File: config.mk
export PLATFORM = sky130hd
export DESIGN_NAME = rx_ring_pager
export DESIGN_NICKNAME = d
export VERILOG_FILES = /design/src/rtl/rx_ring_pkg.sv /design/src/rtl/rx_ring_ctrl.sv /design/src/rtl/rx_ring_dp.sv /design/src/rtl/rx_ring_pager.sv
export SDC_FILE = /design/constraint.sdc
export NUM_CORES = 1
export LEC_CHECK = 0
export BUFFER_PORTS_ARGS = -buffer_cell sky130_fd_sc_hd__buf_4
export CORE_MARGIN = 2
export CORE_UTILIZATION = 55
export CTS_BUF_LIST = sky130_fd_sc_hd__clkbuf_8
export CTS_CLUSTER_SIZE = 12
export DETAILED_ROUTE_END_ITERATION = 8
export PLACE_DENSITY = 0.75
export SYNTH_ARGS = -nofsm -noshare
export SYNTH_HDL_FRONTEND = slang
export SYNTH_HIERARCHICAL = 1
export SYNTH_SLANG_ARGS = --single-unit
export TNS_END_PERCENT = 30
File: constraint.sdc
create_clock -name clk -period 13.3 [get_ports clk]
set_input_delay 3.99 -clock clk [delete_from_list [all_inputs] [get_ports clk]]
set_output_delay 3.99 -clock clk [all_outputs]
set_load 0.005 [all_outputs]
File: src/rtl/rx_ring_pkg.sv
package rx_ring_pkg;
  localparam int PAGE_W    = 8;
  localparam int OFF_W     = 8;
  localparam int ADDR_W    = PAGE_W + OFF_W;
  localparam int DATA_W    = 8;
  localparam int CNT_W     = 2 * DATA_W;
  localparam int ERR_W     = 3;
  localparam int HDR_BYTES = 4;
  localparam int HDR_IDX_W = $clog2(HDR_BYTES);
  localparam int SEL_W     = 2;

  localparam logic [SEL_W-1:0] SEL_FIRST = 2'd0;
  localparam logic [SEL_W-1:0] SEL_END   = 2'd1;
  localparam logic [SEL_W-1:0] SEL_CURR  = 2'd2;
  localparam logic [SEL_W-1:0] SEL_BNDRY = 2'd3;

  typedef enum logic [1:0] {
    ST_IDLE,
    ST_RECV,
    ST_DROP,
    ST_HDR
  } ring_state_t;

  typedef struct packed {
    logic                 wrData;
    logic                 finish;
    logic                 hdrWr;
    logic [HDR_IDX_W-1:0] hdrIdx;
    logic                 commit;
    logic                 overwrite;
  } ring_strobe_t;
endpackage

File: src/rtl/rx_ring_ctrl.sv
module rx_ring_ctrl
  import rx_ring_pkg::*;
(
  input  logic         clk,
  input  logic         rstN,
  input  logic         rxValid,
  input  logic         rxLast,
  input  logic         pageFull,
  input  logic         offEnd,
  output logic         frameBegin,
  output ring_strobe_t strobe
);
  ring_state_t state, nextState;
  logic [HDR_IDX_W-1:0] hdrIdx;

  assign frameBegin = (state == ST_IDLE) && rxValid;

  always_comb begin
    strobe    = '0;
    nextState = state;
    case (state)
      ST_IDLE, ST_RECV: begin
        if (rxValid) begin
          if ((rxLast || offEnd) && pageFull) begin
            strobe.overwrite = 1'b1;
            nextState = rxLast ? ST_IDLE : ST_DROP;
          end else begin
            strobe.wrData = 1'b1;
            if (rxLast) begin
              strobe.finish = 1'b1;
              nextState = ST_HDR;
            end else begin
              nextState = ST_RECV;
            end
          end
        end
      end
      ST_DROP: begin
        if (rxValid && rxLast) nextState = ST_IDLE;
      end
      ST_HDR: begin
        strobe.hdrWr  = 1'b1;
        strobe.hdrIdx = hdrIdx;
        if (hdrIdx == HDR_IDX_W'(HDR_BYTES - 1)) begin
          strobe.commit = 1'b1;
          nextState = ST_IDLE;
        end
      end
      default: nextState = ST_IDLE;
    endcase
  end

  always_ff @(posedge clk) begin
    if (!rstN) begin
      state  <= ST_IDLE;
      hdrIdx <= '0;
    end else begin
      state  <= nextState;
      hdrIdx <= (state == ST_HDR) ? hdrIdx + 1'b1 : '0;
    end
  end
endmodule

File: src/rtl/rx_ring_dp.sv
module rx_ring_dp
  import rx_ring_pkg::*;
(
  input  logic              clk,
  input  logic              rstN,
  input  logic              hostWe,
  input  logic [SEL_W-1:0]  hostSel,
  input  logic [DATA_W-1:0] hostWdata,
  input  logic              ringInit,
  input  logic [DATA_W-1:0] rxData,
  input  logic [ERR_W-1:0]  rxErr,
  input  logic              frameBegin,
  input  ring_strobe_t      strobe,
  output logic              pageFull,
  output logic              offEnd,
  output logic [PAGE_W-1:0] firstPg,
  output logic [PAGE_W-1:0] endPg,
  output logic [PAGE_W-1:0] currPg,
  output logic [PAGE_W-1:0] bndryPg,
  output logic              memWe,
  output logic [ADDR_W-1:0] memAddr,
  output logic [DATA_W-1:0] memData,
  output logic              irqRecv,
  output logic              irqOverwrite
);
  logic [PAGE_W-1:0] wrPage, hdrPage, linkPg, curPage, followPg;
  logic [OFF_W-1:0]  wrOff, curOff;
  logic [CNT_W-1:0]  byteCnt;
  logic [DATA_W-1:0] statusByte, hdrByte;

  function automatic logic [PAGE_W-1:0] stepPage(input logic [PAGE_W-1:0] p,
                                                 input logic [PAGE_W-1:0] lo,
                                                 input logic [PAGE_W-1:0] hi);
    logic [PAGE_W-1:0] up;
    up = p + 1'b1;
    return (up == hi) ? lo : up;
  endfunction

  assign curPage  = frameBegin ? currPg : wrPage;
  assign curOff   = frameBegin ? OFF_W'(HDR_BYTES) : wrOff;
  assign followPg = stepPage(curPage, firstPg, endPg);
  assign pageFull = (followPg == bndryPg);
  assign offEnd   = (curOff == {OFF_W{1'b1}});

  always_comb begin
    case (strobe.hdrIdx)
      2'd0:    hdrByte = statusByte;
      2'd1:    hdrByte = linkPg;
      2'd2:    hdrByte = byteCnt[DATA_W-1:0];
      default: hdrByte = byteCnt[CNT_W-1:DATA_W];
    endcase
  end

  // ring registers
  always_ff @(posedge clk) begin
    if (!rstN) begin
      firstPg <= '0;
      endPg   <= '0;
      currPg  <= '0;
      bndryPg <= '0;
    end else begin
      if (ringInit) begin
        bndryPg <= endPg - 1'b1;
        currPg  <= firstPg;
      end else if (hostWe) begin
        case (hostSel)
          SEL_FIRST: firstPg <= hostWdata;
          SEL_END:   endPg   <= hostWdata;
          SEL_CURR:  currPg  <= hostWdata;
          default:   bndryPg <= hostWdata;
        endcase
      end
      if (strobe.commit) currPg <= linkPg;
    end
  end

  // frame tracking
  always_ff @(posedge clk) begin
    if (!rstN) begin
      wrPage     <= '0;
      wrOff      <= '0;
      hdrPage    <= '0;
      byteCnt    <= '0;
      linkPg     <= '0;
      statusByte <= '0;
    end else begin
      if (frameBegin) hdrPage <= currPg;
      if (strobe.wrData) begin
        byteCnt <= (frameBegin ? '0 : byteCnt) + 1'b1;
        if (offEnd) begin
          wrPage <= followPg;
          wrOff  <= '0;
        end else begin
          wrPage <= curPage;
          wrOff  <= curOff + 1'b1;
        end
      end
      if (strobe.finish) begin
        linkPg     <= followPg;
        statusByte <= {{(DATA_W-ERR_W-1){1'b0}}, rxErr, ~|rxErr};
      end
    end
  end

  // memory port and pulses
  always_ff @(posedge clk) begin
    if (!rstN) begin
      memWe        <= 1'b0;
      memAddr      <= '0;
      memData      <= '0;
      irqRecv      <= 1'b0;
      irqOverwrite <= 1'b0;
    end else begin
      memWe        <= strobe.wrData | strobe.hdrWr;
      irqRecv      <= strobe.commit & statusByte[0];
      irqOverwrite <= strobe.overwrite;
      if (strobe.hdrWr) begin
        memAddr <= {hdrPage, {(OFF_W-HDR_IDX_W){1'b0}}, strobe.hdrIdx};
        memData <= hdrByte;
      end else begin
        memAddr <= {curPage, curOff};
        memData <= rxData;
      end
    end
  end
endmodule

File: src/rtl/rx_ring_pager.sv
module rx_ring_pager
  import rx_ring_pkg::*;
(
  input  logic              clk,
  input  logic              rstN,
  input  logic              hostWe,
  input  logic [SEL_W-1:0]  hostSel,
  input  logic [DATA_W-1:0] hostWdata,
  output logic [DATA_W-1:0] hostRdata,
  input  logic              ringInit,
  input  logic              rxValid,
  input  logic [DATA_W-1:0] rxData,
  input  logic              rxLast,
  input  logic [ERR_W-1:0]  rxErr,
  output logic              memWe,
  output logic [ADDR_W-1:0] memAddr,
  output logic [DATA_W-1:0] memData,
  output logic              irqRecv,
  output logic              irqOverwrite
);
  ring_strobe_t      strobe;
  logic              frameBegin, pageFull, offEnd;
  logic [PAGE_W-1:0] firstPg, endPg, currPg, bndryPg;

  rx_ring_ctrl u_ctrl (
    .clk(clk), .rstN(rstN), .rxValid(rxValid), .rxLast(rxLast),
    .pageFull(pageFull), .offEnd(offEnd),
    .frameBegin(frameBegin), .strobe(strobe)
  );

  rx_ring_dp u_dp (
    .clk(clk), .rstN(rstN), .hostWe(hostWe), .hostSel(hostSel),
    .hostWdata(hostWdata), .ringInit(ringInit), .rxData(rxData),
    .rxErr(rxErr), .frameBegin(frameBegin), .strobe(strobe),
    .pageFull(pageFull), .offEnd(offEnd),
    .firstPg(firstPg), .endPg(endPg), .currPg(currPg), .bndryPg(bndryPg),
    .memWe(memWe), .memAddr(memAddr), .memData(memData),
    .irqRecv(irqRecv), .irqOverwrite(irqOverwrite)
  );

  always_comb begin
    case (hostSel)
      SEL_FIRST: hostRdata = firstPg;
      SEL_END:   hostRdata = endPg;
      SEL_CURR:  hostRdata = currPg;
      default:   hostRdata = bndryPg;
    endcase
  end
endmodule

Yosys cells after proc, flatten, opt, wreduce, memory -nomap -nowiden
Cells that the tools add are included.
- multiplexer cells: 31
- add/sub/neg operators: 5
- bitwise operators: 4
- equality and inequality tests: 15
- reductions and logical operators: 22
- operator list (cell ; count):
    $mux 8 ; 13
    $pmux 8 s3 ; 2
    $mux 16 ; 2
    $mux 2 ; 9
    $add 16x1->16 const B ; 1
    $add 8x1->8 const B ; 2
    $eq 8x8->1 ; 2
    $reduce_and 3->1 ; 4
    $eq 2x2->1 const B ; 5
    $eq 8x8->1 const B ; 1
    $sub 8x1->8 const B ; 1
    $eq 2x1->1 const B ; 3
    $logic_not 2->1 ; 3
    $ne 2x1->1 const B ; 3
    $pmux 2 s3 ; 1
    $reduce_and 2->1 ; 3
    $reduce_bool 3->1 ; 2
    $reduce_or 3->1 ; 2
    $mux 4 ; 1
    $reduce_or 2->1 ; 2
    $logic_and 1x1->1 ; 3
    $mux 1 ; 3
    $add 2x1->2 const B ; 1
    $ne 2x2->1 const B ; 1
    6 further kinds ; 7
- word-level logic and storage cells: 95
- bits in registers: 115
- output and inout port bits: 35
- input port bits: 27

Depth between registers and ports, before layout
Gate-level depths: netlist (run 1).
- word-level depth: 12
- mapped depth: 26
- depth with buffers taken out: 22

Hierarchy
Netlist (run 1), hierarchy kept.
- by module, submodules not included (module ; times used ; cells each ; sequential area each (um2) ; area each (um2)):
    rx_ring_dp ; 1 ; 661 ; 2222.1 ; 5814.3
    rx_ring_ctrl ; 1 ; 29 ; 80.1 ; 239.0
    rx_ring_pager ; 1 ; 10 ; 0.0 ; 196.4

Least setup slack after synthesis (run 1)
Ideal clock, no wire load.
- path type: input to output
- from: input port hostSel[0]
- to: output port hostRdata[0]
- data arrival time: 4.627 ns
- stages: 2
- path buffers: 1
- setup slack: 4.683 ns
- data required time: 9.310 ns
- cells stage by stage: buf_6 mux4_2
- cells in the longest elaborated chain, start to end: 2
- elaborated cells on any way between the ends: 4
- ends and longest elaborated chain (element ; line ; source):
    from (decl) ; rx_ring_pager.sv:7 ; input logic [SEL_W-1:0] hostSel,
    $eq 2x2->1 (tied with other cells) ; rx_ring_pager.sv:42 ; case (hostSel)
    $pmux 8 s3 (*) ; rx_ring_pager.sv:42 ;
    to (decl) ; rx_ring_pager.sv:9 ; output logic [DATA_W-1:0] hostRdata,
Every way passes the cells marked *; elsewhere a longest branch is shown, timed or not.

==> run metrics, run 1 <==
power per standard cell area 113 nW/um2; placeable core region roughly 11,000 um2; share of flip-flops with an asynchronous set or reset 0%; critical path, cell by cell buf_4, nand2b_4, nor2_4, buf_4, mux2i_1, inv_1, ha_1, nand4b_1, nand2_1, xnor3_1, o211a_1, and3_4, mux2i_2, xnor2_1, nor4b_2, o21ai_0, and2_4, nor2b_1, nand4_1, nor2_1, and2_1, nand3_1, xor2_1, and2_1; layout cell share with drive strength beyond 1 around 17%; Post-CTS Hold Fix Bufs 0; total CTS buffers 17; Min-Delay Endpoint u_ctrl/hdrIdx[0]; CP endpoint kind flop; number of buffers on the longest clock path 2; hold wc startpoint u_ctrl/hdrIdx[0]; unrepaired setup endpoints after global routing no; relative contribution of sequential cells to total power 46.2%; number of enable flip-flop cells after synthesis 0; ys flop type dfxtp_1; setup slack, reg-to-reg 7.46 ns; r2r startpoint u_ctrl/state[1]; Max Slew Vio Count 0; remaining design rule violation count 0; FP Rows 38; via count of the first global-routing pass a little under 5,000; peak supply drop approximately 0.090 mV; critical path peak fanout 50; final critical delay including setup and external delays around 9.0 ns; placer congestion estimate 0.941; worst hold stages 1; Yosys cell types 58; CP Launch Type primary input; total number of vias 5,259; root buffer cell clkbuf_8; Max H-tree Level 4; Chip Width around 110 um; detailed router's first-iteration violation count around 430; first-pass GRT wire length 25,400 um; Comb power frac 13.7%; skew final 0.0146 ns; NumNets Final between 700 and 800; main combinational cell family by area after synthesis simple AND/OR/NAND/NOR gates; compound-cell area share of the yosys netlist between 10% and 20%; synth warn 6; mean number of vias per cell around 5.9; fraction of the yosys area taken by sequential cells 36.8%; switching part of the total power roughly a quarter; slowest stage cell on the critical path mux2i_1; Reg2Reg Capture Point u_dp/byteCnt[12]; fill cell total of the finished layout approximately 900; pin count of the biggest net entering global routing approximately 110; clock input transition at the sequential cells of the worst setup and hold paths 0.06 ns; normalized max-slew margin 34.6%; global-route total usage across every layer about a quarter; gate count after technology mapping 700; height of the die about 110 um; sum of routed wire length over all layers ~16,000 um; cell-internal power 0.602 mW; antenna violations before repair 0; IO Count 62; share of synthesized area spent on multiplexers approximately 14%; largest registers ranked by flip-flop count u_dp/byteCnt: 16 flops, u_dp/memAddr: 16 flops; Post-Synth Simple-Gate Area between 20% and 30%; fraction of synthesized cell area in xor and xnor cells under 10%; effective utilization at floorplan 56.9%; Worst Tran Pin Value ~0.98 ns; sequential standard cell area around 2300 um2; depth of the worst register-to-register path 23; synthesis-to-layout area growth 14.2%; worst-skew pair later-pin latency ~0.45 ns; post-route setup TNS 0 ns; detailed-route wire length per cell 17.7 um; number of synthesized register bits around 120; total leakage power around 2.9 nW; crit-path leading delay family simple AND/OR/NAND/NOR gates; final count of hold timing violations 0; post-CTS repair timing setup buffer count 0; adder-cell area share of the yosys netlist 1.00%; final instance count without filler cells 892; count of input and output buffers 61; post-detail-place hpwl about 11,000 um; clock tree from TritonCTS done; highest clock rate about 0.11 GHz; number of detailed-route iterations in the first pass 5; post-cts resize count 0; antenna diode instance count 0; critical path class in2reg; dpl cells around 860; total area of multi-input combinational cells approximately 3700 um2; required time of the critical path roughly 14 ns; area of the die 12,200 um2; slowest stage delay, CP around 0.63 ns; Post-Syn Area 6250 um2; sinks on the clock net 115; status finished clean; aggregate global routing overflow 0; Hold Crit Class reg2reg; Max Cap Viol 0; per-instance average area after synthesis ~9 um2; period utilisation layout around two thirds; remaining antenna violation count 0; relative contribution of the clock network to total power approximately two fifths; crit path DAT around 9.3 ns; # setup viols final 0; count of buffer and inverter cells on the critical path 3; Post-Synthesis Net Count roughly 730; Sw Pwr between 0.2 and 0.25 mW
## layout make-up
type	instances	area share [%]
Clock inverter	7	1.14
Sequential cell	115	32.2
Clock buffer	23	4.43
Multi-Input combinational cell	523	51.8
Tap cell	140	2.45
Inverter	18	0.946
Timing Repair Buffer	66	6.94
## power groups by stage
stage / Clock (mW) / Combinational (mW) / Sequential [mW]
global route: 0.344 / 0.120 / 0.376
finish: 0.324 / 0.111 / 0.374
global placement: 0 / 0.107 / 0.381
floorplan: 0 / 0.0798 / 0.375
CTS: 0.329 / 0.110 / 0.374
detailed placement: 0 / 0.109 / 0.381
## worst register-to-register path, stage by stage (launching register included)
cell	delay [ns]
dfxtp_1	0.37
nand2b_4	0.19
nor2_4	0.08
buf_4	0.47
mux2i_1	0.65
inv_1	0.11
ha_1	0.27
nand4b_1	0.13
nand2_1	0.13
xnor3_1	0.32
o211a_1	0.22
and3_4	0.27
mux2i_2	0.31
xnor2_1	0.19
nor4b_2	0.12
o21ai_0	0.13
and2_4	0.43
nor2b_1	0.30
nand4_1	0.19
nor2_1	0.21
and2_1	0.23
nand3_1	0.11
xor2_1	0.16
and2_1	0.15
## cells by family after synthesis
logic type,Yosys count
simple gates,280
compound gates,131
flops,115
mux,71
buf+inv,62
xor+xnor,36
fa+ha+maj,5
## cell usage after synthesis, drive strengths merged (3+ instances only)
master	count	area (um2)
a21boi	15	113
a21oi	18	90.1
a22oi	6	45.0
a32oi	8	70.1
and2	40	258
and3	14	92.6
buf	9	65.1
clkbuf	35	133
dfxtp	115	2300
ha	5	62.6
inv	18	67.6
mux2	9	101
mux2i	50	508
mux4	12	270
nand2	95	357
nand2b	5	38.8
nand3	16	85.1
nand3b	4	30.0
nand4	10	68.8
nand4b	3	26.3
nor2	22	82.6
nor2b	53	332
nor3	5	25.0
nor3b	4	30.0
nor4	3	18.8
o211a	20	200
o21a	3	22.5
o21ai	46	230
o221ai	3	26.3
xnor2	25	219
xor2	9	78.8
## per-stage QoR
| stage | total power [mW] | worst slack (ns) | hold slack, ns | util, % | area (um2) |
|---|---|---|---|---|---|
| floorplan | 0.455 | 4.68 | 0.410 | - | 6250 |
| global placement | 0.488 | 4.13 | 0.433 | 61.4 | 6740 |
| detailed placement | 0.490 | 3.93 | 0.444 | 61.4 | 6740 |
| CTS | 0.813 | 4.38 | 0.460 | 65.0 | 7140 |
| global route | 0.840 | 3.86 | 0.497 | 65.0 | 7140 |
| finish | 0.809 | 4.29 | 0.463 | 65.0 | 7140 |
## worst max-delay path by stage
stage / from / end / slack, ns / cells past startpoint
6_report: rxValid / u_dp/byteCnt[12] / 4.29 / 24
2_1_floorplan: hostSel[0] / hostRdata[0] / 4.68 / 2
5_1_grt: rxValid / u_dp/byteCnt[12] / 3.86 / 24
3_3_place_gp: rxValid / u_dp/byteCnt[12] / 4.13 / 24
4_1_cts: hostSel[0] / hostRdata[6] / 4.38 / 3
3_5_place_dp: rxValid / u_dp/byteCnt[12] / 3.93 / 24
## metal layers
metal | share of wire, % | track usage [%]
met5 | 0 | 0
met4 | 2.8 | 11.9
met3 | 5.7 | 6.42
met2 | 46 | 39.0
met1 | 45 | 35.4
## cells in the final DEF, fill, tap and decap left out, types with 5 or more instances in the layout
master and count:
dfxtp_1 115, nand2_1 95, buf_4 66, nor2b_1 53, mux2i_1 48, o21ai_0 44
and2_1 37, xnor2_1 25, clkbuf_8 23, inv_1 21, nor2_1 21, o211a_1 20
a21oi_1 18, nand3_1 15, a21boi_0 15, and3_1 13, mux4_2 12, xor2_1 9
nand4_1 9, mux2_2 9, a32oi_1 8, a22oi_1 6, ha_1 5, nor3_1 5
Note: power is estimated with default switching activity, not from simulation.
==> run 2: changes to the inputs <==
--- a/config.mk
+++ b/config.mk
@@ -11,7 +11,7 @@
 export CTS_BUF_LIST = sky130_fd_sc_hd__clkbuf_8
 export CTS_CLUSTER_SIZE = 12
 export DETAILED_ROUTE_END_ITERATION = 8
-export PLACE_DENSITY = 0.75
+export PLACE_DENSITY = 0.78
 export SYNTH_ARGS = -nofsm -noshare
 export SYNTH_HDL_FRONTEND = slang
 export SYNTH_HIERARCHICAL = 1
==> constraint.sdc (replaced) <==
create_clock -name clk -period 7.5 [get_ports clk]
set_input_delay 2.25 -clock clk [delete_from_list [all_inputs] [get_ports clk]]
set_output_delay 2.25 -clock clk [all_outputs]
set_load 0.005 [all_outputs]
==> run 2 against run 1 <==
Against the previous run: non-clock buffer count grew 2; sequential power is 78% higher; global-route usage up 0.53 points; critical path depth down 2; wire length is 3.8% higher; sequential share of layout area is 0.14 points higher; critical endpoint unchanged.
==> run metrics, run 2 (same netlist as run 1, synthesis figures left out) <==
status finished clean; NumNets Final 775 (+0.26%); clock tree from TritonCTS done; final core utilization 64.7% (-0.28 points); post-route setup TNS 0 ns (unchanged); post-CTS repair timing setup buffer count 0 (unchanged); r2r startpoint u_ctrl/state[1]; Max Cap Viol 0 (unchanged); first-pass GRT wire length 26,100 um (+2.8%); number of buffers on the longest clock path 2 (unchanged); remaining antenna violation count 0 (unchanged); skew final 0.00770 ns (-0.00686 ns); detailed router's first-iteration violation count 513 (+20%); Post-CTS Hold Fix Bufs 0 (unchanged); Chip Width 111 um (unchanged); post-detail-place hpwl 11,400 um (+3.0%); CP endpoint kind flop; commonest cells after routing, fill and taps aside dfxtp_1, nand2_1, buf_4, nor2b_1, mux2i_1; depth of the worst register-to-register path 21 (-8.7%); FP Rows 38 (unchanged); normalized max-slew margin 30.4% (-4.1 points); sequential standard cell area 2300 um2 (unchanged); final count of hold timing violations 0 (unchanged); commonest non-fill, non-tap cell in the layout dfxtp_1; worst-skew pair later-pin latency 0.44 ns (about the same); total area of multi-input combinational cells 3710 um2 (+0.17%); Max Slew Vio Count 0 (unchanged); count of input and output buffers 61 (unchanged); worst setup timing slack at the placement stage 0.378 ns (-3.55 ns); largest registers ranked by flip-flop count u_dp/byteCnt: 16 flops, u_dp/memAddr: 16 flops; Reg2Reg Capture Point u_dp/byteCnt[12]; placeable core region 11,000 um2 (unchanged); # setup viols final 0 (unchanged); final critical delay including setup and external delays just under 7 ns; crit path DAT 7.15 ns (-2.19 ns); Max H-tree Level 4 (unchanged); required time of the critical path 7.84 ns (-5.79 ns); total leakage power 2.86 nW (-0.31%); number of detailed-route iterations in the first pass 5 (unchanged); synthesis-to-layout area growth 13.7%; total number of vias 5,426 (+3.2%); last element of the critical path u_dp/byteCnt[12]; effective utilization at floorplan 56.9% (unchanged); Final Worst Setup Slack 0.688 ns (-3.60 ns); area of the die 12,200 um2 (unchanged); global-route total usage across every layer 26.6% (+0.53 points); critical path peak fanout 41 (-18%); unrepaired setup endpoints after global routing no; layout cell share with drive strength beyond 1 17.2% (+0.22 points); height of the die 111 um (unchanged); aggregate global routing overflow 0 (unchanged); clock input transition at the sequential cells of the worst setup and hold paths 0.06 ns (about the same); setup slack, reg-to-reg 2.07 ns (-5.39 ns); via count of the first global-routing pass 5,064 (+2.2%); antenna diode instance count 0 (unchanged); IO Count 62 (unchanged); launching instance or port of the critical path rxValid; critical path class in2reg; power per standard cell area 194 nW/um2 (+71%); post-cts resize count 0 (unchanged); total CTS buffers 17 (unchanged); peak supply drop 0.167 mV (+85%); sinks on the clock net 115 (unchanged); mean number of vias per cell 6.07 (+2.9%); detailed-route wire length per cell 18.3 um (+3.5%); Fin Hold WS 0.445 ns (-0.0182 ns); total design power 1.38 mW (+70%); pin count of the biggest net entering global routing 112 (unchanged); CP Launch Type primary input; period utilisation layout 90.8%; Worst Tran Pin Value 1.04 ns (+0.0617 ns); highest clock rate 0.147 GHz; Hold Crit Class reg2reg; remaining design rule violation count 0 (unchanged); fill cell total of the finished layout 931 (+3.1%); placer congestion estimate 0.899 (-4.4%); root buffer cell clkbuf_8; sum of routed wire length over all layers 16,400 um (+3.8%); antenna violations before repair 0 (unchanged)
==> run 2: layout make-up <==
type | instances | share of cell area, %
clock buffers | 20 | 3.87
multi-input cells | 523 | 52.2
clock inverters | 10 | 0.986
inverters | 18 | 0.951
flip-flops and latches | 115 | 32.4
repair buffers | 68 | 7.18
well taps | 140 | 2.46
==> run 2: worst max-delay path: stages <==
cell	delay [ns]
buf_4	0.13
nand2b_4	0.09
nor2_4	0.05
o21ai_0	0.39
ha_1	0.35
nand4_1	0.15
a211oi_1	0.50
xnor2_1	0.21
nand4_1	0.25
o21ai_0	0.26
a21oi_1	0.09
nor4_1	0.37
nor4b_2	0.49
o21ai_0	0.24
and2_4	0.34
nor2b_1	0.22
nand4_1	0.16
nor2_1	0.09
and2_1	0.19
nand3_1	0.10
xor2_1	0.07
and2_1	0.15
==> run 2: metal layers <==
layer  GRT usage, %  wire (um)  part of all wire, %
met2           41.6       7560                   46
met5              0          0                    0
met1           35.1       7170                   44
met4           9.83        481                  2.9
met3           7.30       1200                  7.3
==> run 2: worst min path at each step <==
| stage | cells past startpoint | slack, ns | to | from |
|---|---|---|---|---|
| 2_1_floorplan | 1 | 0.41 | u_ctrl/hdrIdx[0] | u_ctrl/hdrIdx[0] |
| 4_1_cts | 1 | 0.45 | u_ctrl/hdrIdx[0] | u_ctrl/hdrIdx[0] |
| 3_3_place_gp | 1 | 0.43 | u_ctrl/hdrIdx[0] | u_ctrl/hdrIdx[0] |
| 3_5_place_dp | 1 | 0.43 | u_ctrl/hdrIdx[0] | u_ctrl/hdrIdx[0] |
| 5_1_grt | 1 | 0.46 | u_ctrl/hdrIdx[0] | u_ctrl/hdrIdx[0] |
| 6_report | 1 | 0.44 | u_ctrl/hdrIdx[0] | u_ctrl/hdrIdx[0] |
==> run 2: power breakdown <==
part           leakage, nW  switching, mW  internal [mW]
registers            0.937         0.0282          0.636
logic                 1.72          0.107         0.0939
clock network        0.199          0.236          0.276
total                 2.86          0.372           1.01
==> run 2: per-stage QoR <==
step / instances / area [um2]
2_1_floorplan: 700 / 6250
3_3_place_gp: 864 / 6760
3_5_place_dp: 864 / 6760
4_1_cts: 894 / 7110
5_1_grt: 894 / 7110
6_report: 894 / 7110
==> run 3: changes to the inputs <==
--- a/config.mk
+++ b/config.mk
@@ -12,6 +12,7 @@
 export CTS_CLUSTER_SIZE = 12
 export DETAILED_ROUTE_END_ITERATION = 8
 export PLACE_DENSITY = 0.78
+export REMOVE_ABC_BUFFERS = 1
 export SYNTH_ARGS = -nofsm -noshare
 export SYNTH_HDL_FRONTEND = slang
 export SYNTH_HIERARCHICAL = 1
==> run 3 against run 2 <==
Against the previous run: cell area grew 0.99%; via count shrank 2.0%; highest routed layer unchanged; largest cell class unchanged; die area is the same; sequential share of layout area decreased by 0.32 points; utilization increased by 0.64 points; hold slack improved by 0.0085 ns; first-iteration DRC count shrank 25%; clock power increased by 11%; maximum frequency up 0.92%; critical path depth rose by 1.
==> run metrics, run 3 (same netlist as run 1, synthesis figures left out) <==
final instance count without filler cells 899 (+0.56%); top layer in use met4; placement-stage cell area 6780 um2 (+0.24%); total leakage power 2.88 nW (+0.72%); synthesis-to-layout area growth 14.9%; aggregate global routing overflow 0 (unchanged); clock tree from TritonCTS done; number of buffers on the longest clock path 2 (unchanged); crit-path leading delay family simple AND/OR/NAND/NOR gates; final core utilization 65.4% (+0.64 points); final cell area excluding filler cells 7180 um2 (+0.99%); Post-CTS Hold Fix Bufs 0 (unchanged); total number of vias 5,315 (-2.0%); critical path peak fanout 41 (unchanged); period utilisation layout 90.0% (-0.83 points); first-pass GRT wire length 25,400 um (-2.5%); pin count of the biggest net entering global routing 70 (-38%); count of input and output buffers 61 (unchanged); height of the die 111 um (unchanged); dpl cells 867 (+0.35%); layout cell share with drive strength beyond 1 17.9% (+0.68 points); critical path class in2reg; peak supply drop 0.200 mV (+20%); commonest cells after routing, fill and taps aside dfxtp_1, nand2_1, buf_4, nor2b_1, mux2i_1; largest registers ranked by flip-flop count u_dp/byteCnt: 16 flops, u_dp/memAddr: 16 flops; total design power 1.43 mW (+3.8%); slowest stage cell on the critical path a211oi_1; Worst Tran Pin Value 0.979 ns (-0.0578 ns); status finished clean; post-detail-place hpwl 11,100 um (-2.0%); FP Rows 38 (unchanged); skew final 0.00920 ns (+0.00149 ns); worst setup timing slack at the placement stage 0.405 ns (+0.0276 ns); NumNets Final 778 (+0.39%); met2 wire length 7620 um (+0.82%); slowest stage delay, CP 0.47 ns (-0.03 ns); depth of the worst register-to-register path 22 (+4.8%); wire length on met1 6660 um (-7.1%); antenna diode instance count 0 (unchanged); final count of hold timing violations 0 (unchanged); total CTS buffers 17 (unchanged); CP endpoint kind flop; detailed router's first-iteration violation count 383 (-25%); global-route total usage across every layer 25.9% (-0.67 points); Max Slew Vio Count 0 (unchanged); sinks on the clock net 115 (unchanged); Chip Width 111 um (unchanged); via count of the first global-routing pass 5,131 (+1.3%); required time of the critical path 7.88 ns (+0.04 ns); IO Count 62 (unchanged); Hold Crit Class reg2reg; remaining design rule violation count 0 (unchanged); placeable core region 11,000 um2 (unchanged); count of buffer and inverter cells on the critical path 1 (unchanged); final critical delay including setup and external delays 6.75 ns (-0.0620 ns); effective utilization at floorplan 56.9% (unchanged); Max H-tree Level 4 (unchanged); launching instance or port of the critical path rxValid; placer congestion estimate 0.983 (+9.3%); commonest non-fill, non-tap cell in the layout dfxtp_1; fill cell total of the finished layout 952 (+2.3%); unrepaired setup endpoints after global routing no; post-CTS repair timing setup buffer count 0 (unchanged); critical path, cell by cell buf_4, nand2b_4, nor2_4, nand2_1, o21ai_0, ha_1, nand4_1, a211oi_1, xnor2_1, nand4_1, o21ai_0, a21oi_1, nor4_1, nor4b_2, o21ai_0, and2_4, nor2b_1, nand4_1, nor2_1, and2_1, nand3_1, xor2_1, and2_1; worst-skew pair later-pin latency 0.44 ns (about the same); highest clock rate 0.148 GHz (+0.92%); number of detailed-route iterations in the first pass 6 (+1); sum of routed wire length over all layers 15,700 um (-4.5%); # setup viols final 0 (unchanged); root buffer cell clkbuf_8; setup slack, reg-to-reg 2.17 ns (+0.10 ns); routed wl met3 974 um (-18%); power per standard cell area 199 nW/um2 (+2.8%); detailed-route wire length per cell 17.4 um (-5.0%); antenna violations before repair 0 (unchanged); remaining antenna violation count 0 (unchanged); clock input transition at the sequential cells of the worst setup and hold paths 0.07 ns (about the same); last element of the critical path u_dp/byteCnt[14]; mean number of vias per cell 5.91 (-2.6%); crit path DAT 7.13 ns (-0.02 ns); Final Worst Setup Slack 0.750 ns (+0.0620 ns); Max Cap Viol 0 (unchanged); r2r startpoint u_ctrl/state[1]; CP Launch Type primary input; area of the die 12,200 um2 (unchanged); Reg2Reg Capture Point u_dp/byteCnt[14]; normalized max-slew margin 34.3% (+3.9 points); post-cts resize count 0 (unchanged); Fin Hold WS 0.453 ns (+0.00846 ns); post-route setup TNS 0 ns (unchanged); total number of cells along the worst setup path 23 (+4.5%)
[run 3: changes by cell type in the layout (fill, tap and decap cells not counted)]
cell	change
buf_4	+3
clkinvlp_4	+3
inv_1	-2
bufinv_16	+1
clkbuf_8	+1
clkinv_2	-1
nor4b_1	+1
nor4b_2	-1
[run 3: cell type report]
type | count | area, um2 | share of cell area, %
Inverter | 18 | 67.6 | 0.941
Tap cell | 140 | 175 | 2.44
Multi-Input combinational cell | 523 | 3700 | 51.6
Sequential cell | 115 | 2300 | 32.1
Timing Repair Buffer | 71 | 533 | 7.43
Clock inverter | 11 | 110 | 1.53
Clock buffer | 21 | 289 | 4.03
[run 3: how the worst min path moves through the flow]
stage / start / to / slack, ns / cells past startpoint
detailed placement: u_ctrl/hdrIdx[0] / u_ctrl/hdrIdx[0] / 0.45 / 1
CTS: u_ctrl/hdrIdx[0] / u_ctrl/hdrIdx[0] / 0.46 / 1
floorplan: u_ctrl/hdrIdx[0] / u_ctrl/hdrIdx[0] / 0.41 / 1
global route: u_dp/hdrPage[1] / u_dp/hdrPage[1] / 0.50 / 2
finish: u_ctrl/hdrIdx[0] / u_ctrl/hdrIdx[0] / 0.45 / 1
global placement: u_ctrl/hdrIdx[0] / u_ctrl/hdrIdx[0] / 0.43 / 1
[run 3: power by group]
group / internal [mW] / switching, mW
Clock: 0.325 / 0.243
Sequential: 0.636 / 0.0271
Combinational: 0.0948 / 0.105
[run 3: routing by layer]
metal	vias up	track usage [%]
met2	227	43.0
met4	0	11.1
met5	-	0
met1	2497	31.8
met3	37	6.70
li1	2554	-
